[src/rtl/pio_watch.sv]
module pio_watch #(
  parameter int FILT_CYC = 4,
  parameter logic [15:0] A_FLAG = 16'h0222,
  parameter logic [15:0] A_MASK = 16'h0223,
  parameter logic [15:0] A_CTRL = 16'h0224
) (
  input  logic        clk,
  input  logic        rst_n,
  input  logic [1:0]  pin_i,
  input  logic [15:0] bus_addr,
  input  logic        bus_wr,
  input  logic [7:0]  bus_wdata,
  output logic [7:0]  bus_rdata,
  input  logic        clr_i,
  output logic        hit_o
);
  localparam int CW = (FILT_CYC > 1) ? $clog2(FILT_CYC) : 1;
  localparam logic [CW-1:0] CLAST = CW'(FILT_CYC - 1);

  logic [1:0] s1_q, s2_q, flt_q, acc;
  logic [1:0] flag_q, mask_q;
  logic [3:0] ctrl_q;
  logic       hit_q;

  for (genvar g = 0; g < 2; g++) begin : g_ch
    logic [CW-1:0] cnt_q;
    assign acc[g] = (s2_q[g] != flt_q[g]) && (cnt_q == CLAST);
    always_ff @(posedge clk or negedge rst_n) begin
      if (!rst_n) begin
        s1_q[g]  <= 1'b0;
        s2_q[g]  <= 1'b0;
        flt_q[g] <= 1'b0;
        cnt_q    <= '0;
      end else begin
        s1_q[g] <= pin_i[g];
        s2_q[g] <= s1_q[g];
        if (s2_q[g] == flt_q[g]) cnt_q <= '0;
        else if (acc[g]) begin
          flt_q[g] <= s2_q[g];
          cnt_q    <= '0;
        end else cnt_q <= cnt_q + 1'b1;
      end
    end
  end

  wire [1:0] sig   = ctrl_q[2] ? s2_q : flag_q;
  wire [1:0] match = ~(sig ^ ctrl_q[1:0]);
  wire       any_m = |(match & mask_q);
  wire       all_m = &(match | ~mask_q);
  wire       hit_d = ctrl_q[3] ? all_m : any_m;
  wire       unused_wd = ^bus_wdata[7:4];

  always_ff @(posedge clk or negedge rst_n) begin
    if (!rst_n) begin
      flag_q <= '0;
      mask_q <= '0;
      ctrl_q <= '0;
      hit_q  <= 1'b0;
    end else begin
      flag_q <= (clr_i ? 2'b00 : flag_q) | acc;
      if (bus_wr && bus_addr == A_MASK) mask_q <= bus_wdata[1:0];
      if (bus_wr && bus_addr == A_CTRL) ctrl_q <= bus_wdata[3:0];
      hit_q <= hit_d;
    end
  end

  always_comb begin
    unique case (bus_addr)
      A_FLAG:  bus_rdata = {6'b0, flag_q};
      A_MASK:  bus_rdata = {6'b0, mask_q};
      A_CTRL:  bus_rdata = {4'b0, ctrl_q};
      default: bus_rdata = 8'h00;
    endcase
  end

  assign hit_o = hit_q;
endmodule

[config.mk]
export PLATFORM = sky130hd
export DESIGN_NAME = pio_watch
export DESIGN_NICKNAME = d
export VERILOG_FILES = /design/src/rtl/pio_watch.sv
export SDC_FILE = /design/constraint.sdc
export NUM_CORES = 1
export LEC_CHECK = 0
export BUFFER_PORTS_ARGS = -buffer_cell sky130_fd_sc_hd__buf_4
export CAP_MARGIN = 5
export CORE_UTILIZATION = 42
export CTS_BUF_LIST = sky130_fd_sc_hd__clkbuf_16
export DETAILED_ROUTE_END_ITERATION = 8
export MAX_ROUTING_LAYER = met4
export PLACE_DENSITY_LB_ADDON = 0.05
export SYNTH_ARGS = -nofsm -noshare
export SYNTH_HDL_FRONTEND = slang
export SYNTH_SLANG_ARGS = --single-unit
[constraint.sdc]
create_clock -name clk -period 1.1 [get_ports clk]
set_input_delay 0.22 -clock clk [delete_from_list [all_inputs] [get_ports clk]]
set_output_delay 0.22 -clock clk [all_outputs]
set_load 0.01 [all_outputs]
# ---- Word-level counts from Yosys, hierarchy flattened
# Index checks and enable logic that the tools add are counted.
# Widths: inputs -> output; s select.
dict set report totals {
  ff_bits 19
  latchBits 0
  mem_bits_rw 0
  romBits 0
  inputBits 30
  output_inout_bits 9
  elab_cells 47
  memories 0
}
dict set report classes {
  addsub 2
  multipliers 0
  div 0
  order_cmp 0
  eq_ne 9
  shifts 0
  n_mux 8
  n_bitwise 8
  reduce_logical 8
}
# op n
set ops {}
lappend ops {{$eq 16x10->1 const B} 3}
lappend ops {{$mux 2} 6}
lappend ops {{$pmux 4 s3} 1}
lappend ops {{$reduce_and 2->1} 3}
lappend ops {{$add 2x1->2 const B} 2}
lappend ops {{$eq 2x2->1 const B} 2}
lappend ops {{$logic_and 1x1->1} 4}
lappend ops {{$not 2->2} 2}
lappend ops {{$or 2x2->2} 2}
lappend ops {{$and 2x2->2} 1}
lappend ops {{$eq 1x1->1} 2}
lappend ops {{$ne 1x1->1} 2}
lappend ops {{$not 1->1} 2}
lappend ops {{$reduce_or 2->1} 1}
lappend ops {{$xor 2x2->2} 1}
lappend ops {{$mux 1} 1}

# ---- Depth between registers and ports, before layout
dict set report logic_depth {
  ltp_word 6
  depth_mapped 4
  depth_no_buf 4
}

# ---- Worst setup path before layout
# OpenSTA, ideal clock, no wires.
dict set report synth_timing {
  path_kind {in2reg}
  startpoint {input port bus_addr[8]}
  endpoint {register mask_q[0]}
  setup_time_ps 125
  t_arrival_ps 1187
  path_slack_ps -212
  path_stages 4
  cell_sequence {nor4b_4 nand4_1 nor3_1 mux2_2}
}
dict set report synth_between {
  elab_chain_len 2
}
# item line
set synth_lines {}
lappend synth_lines {{start: declaration} 10} ;# input logic [15:0] bus_addr,
lappend synth_lines {{$eq 16x10->1} 61} ;# if (bus_wr && bus_addr == A_MASK) mask_q <= bus_wdata[1:0];
lappend synth_lines {{$logic_and 1x1->1} 61}
lappend synth_lines {{end signal: assignment} 61}
lappend synth_lines {{end: declaration} 21} ;# logic [1:0] flag_q, mask_q;
# Every way passes these cells.
# A chain may end at the register's enable or synchronous reset.

# ---- Worst setup path in the final report
dict set report layout_timing {
  startpoint {input port bus_addr[11]}
  endpoint {output port bus_rdata[1]}
}
dict set report layout_between {
  elab_chain_len 2
  word_cells_on_any_way 4
  classes_between {3 x eq/ne; 1 x mux}
}
# item line
set layout_lines {}
lappend layout_lines {{$eq 16x10->1} 68} ;# unique case (bus_addr)
lappend layout_lines {{$pmux 4 s3 (*)} 68}
lappend layout_lines {{end: declaration} 13} ;# output logic [7:0] bus_rdata,
# Every way passes the cells marked *; elsewhere a longest branch is shown, timed or not.

==> flow_summary.yaml <==
placed_design:
  portBuffers: 30
  dp_hpwl_mm: 1.45
  placed_area_um2: 1250
  globalplace.congestion: 0.787
route:
  vias: 715
  drc: 0
  antenna_left: 0
  wl_per_cell_um: 12.9
  drtIter0Drc: 5
  via_per_inst: 4.90
  wirelength_mm: 1.89
  drt_first_pass_iters: 4
timing:
  hold_violations: 0
  layout_setup_ws_ns: -0.319
  setup_viol: 11
  finalClockSkew_ns: 0.00249
  hold_ws_ns: 0.0776
  fin_crit_sh: 1.29
  rsz0062_at_grt: "yes"
  fin_crit_ns: 1.42
  fmax_ghz: 0.705
  slew_violations: 0
logic_synthesis:
  synth_area_um2: 962
  synth-compound-area-share: 0.0338
  synth_area_per_cell_um2: 12.3
  ys_warn_count: 0
  synth_top_area_cell: "dfrtp_1"
  synth_xor_area_frac: 0.0364
  yosys.area_share.simple: 0.216
  async_flop_share: 1.00
  yosys-mux-area-fraction: 0.151
  synth_cell_types: 29
  synthAdderAreaFrac: 0.0260
  ys_ff_latch: 19
  synth_top_family_by_area: "simple AND/OR/NAND/NOR gates"
  synth_top_area_share: 0.494
  synthTopCellsByArea: "dfrtp_1, mux2_4, mux2_2"
  synth_flop_cell: "dfrtp_1"
  netlist_instances: 78
  yosysSeqAreaShare: 0.494
  synth_edf_count: 0
  synth.most_common_cell: "dfrtp_1"
  synth_commonest_cells: "dfrtp_1, nand2_1"
final_layout:
  fill_cells: 154
  area_growth_pct: 47.3
  final_area_um2: 1420
  drive_above_1_share: 0.538
  nets: 152
  final_util: 0.688
  diodes: 0
pwr:
  cellPowerDensity_nw_per_um2: 1430
  p_leak_nw: 0.680
  vdd_drop_max_v: 0.00132
  power_w: 0.00202
global_routing:
  grt_max_degree: 20
  met3_usage: 0.0586
  use_met1: 0.221
  grt_usage: 0.191
  antenna_found_initial: 0
  grt_pass1_wl_mm: 3.37
  grt-ovfl-total: 0
  grt_pass1_vias: 750
  met2_usage: 0.329
  busiest_layer: "met2"
clocking:
  clock_latency_ns: 0.25
  h-tree-depth: 1
  cts_buffer_depth: 2
  clkTransAtPathRegs_ns: 0.05
  root_buffer: "clkbuf_16"
  numClockSinks: 19
  cts_tree: "done"
  cts-buffers-inserted: 3
flow_run:
  cap_violations: 0
min_path:
  hp-class: "primary input to flip-flop"
worst_setup_path:
  reg2reg_to: "hit_o"
  crit_end: "bus_rdata[1]"
  critPathArrivalTime_ns: 1.20
  r2r-start: "ctrl_q[2]"
  r2r_slack_ns: -0.09
  criticalPathCategory: "primary input to output pin"
  ff2ff_path_depth: 4
  start_kind: "primary input"
  crit_fanout: 5
  cp-startpoint: "bus_addr[11]"
  end_kind: "output pin"
  worst_ep_required_time_ns: 0.88
status:
  violations: "negative setup slack"
  status: "finished with violations"
floorplan:
  num_rows: 16
  die_area_um2: 2490
  die_h_um: 49.9
  core_um2: 2060
  ios: 39
  die_x_um: 49.9
  initial_core_util: 0.467
-- how the worst min path moves through the flow --
stage,start,endpoint,slack [ns],cells after the start
2_1_floorplan,rst_n,ctrl_q[0],-0.08,0
5_1_grt,pin_i[1],s1_q[1],0.07,1
6_report,pin_i[1],s1_q[1],0.08,1
3_3_place_gp,rst_n,ctrl_q[1],0.10,1
3_5_place_dp,rst_n,ctrl_q[1],0.11,1
4_1_cts,pin_i[1],s1_q[1],0.07,1
-- placed cells by master (no fill, tap or decap), types with 2 or more instances in the layout --
cell	n
conb_1	4
nor2_1	2
nand2_1	3
mux2_4	5
mux2i_1	3
nor3b_1	3
clkbuf_16	3
and2_4	2
buf_4	31
nand4_1	2
inv_1	2
buf_6	6
xnor2_1	2
nand2_2	2
dfrtp_1	18
and2_1	2
ha_1	2
mux2_2	3
o21ai_0	2
o21ai_2	2
-- through the flow --
| step | setup slack [ns] | instances | setup TNS (ns) |
|---|---|---|---|
| after global routing | -0.398 | 146 | -3.37 |
| after CTS | -0.322 | 146 | -2.72 |
| after global placement | -0.367 | 139 | -3.63 |
| after floorplan | -0.175 | 81 | -1.28 |
| after detailed placement | -0.393 | 139 | -3.83 |
| final | -0.319 | 146 | -2.62 |
-- worst max-delay path, cell delays in order --
cell and delay (ns):
buf_6 0.09, nor4b_4 0.32, and4_4 0.31, nand2_2 0.06, o21ai_2 0.06, buf_4 0.14
-- what timing repair did --
item                                    4_1_cts  5_1_grt
endpoints found under the setup margin       11       12
hold buffers                                  1        0
buffers inserted                              2        1
cloned                                        0        0
resized for setup                            12        5
endpoints found under the hold margin        19        0
pin swaps                                     9        5
-- power by group --
part	leakage [nW]	internal (W)	switching, W
combinational	0.393	0.000234	0.000165
clock	0.0409	0.000486	0.000237
sequential	0.246	0.000823	0.0000785
-- cell type report --
class                      instances  area, um2  share of cell area
multi-input combinational         56        509               0.359
inverter                           2       7.51             0.00530
tap                               27       33.8              0.0238
clock inverter                     1       5.00             0.00353
sequential                        19        477               0.336
timing repair buffer              38        310               0.219
clock buffer                       3       75.1              0.0530
-- sequential cells by signal (all words and copies together), names as in the netlist --
| signal | count |
|---|---|
| ctrl_q | 4 |
| g_ch.cnt_q | 4 |
| flag_q | 2 |
| flt_q | 2 |
| mask_q | 2 |
| s1_q | 2 |
| s2_q | 2 |
| hit_o | 1 |
-- logic make-up (layout without fill, tap and decap cells) --
family	count (synthesis)	count (layout)
mux	12	12
compound gates	6	6
xor+xnor	4	4
other cells	1	4
simple gates	28	28
fa+ha+maj	2	2
buf+inv	6	44
flops	19	19
-- layer usage --
metal / vias up / routed length, um / share of wire
li1: 348 / - / -
met1: 343 / 818 / 0.43
met2: 22 / 975 / 0.52
met3: 2 / 90 / 0.048
met4: 0 / 6 / 0.0032
met5: - / 0 / 0
No activity file was read; power rests on OpenSTA's default activity.
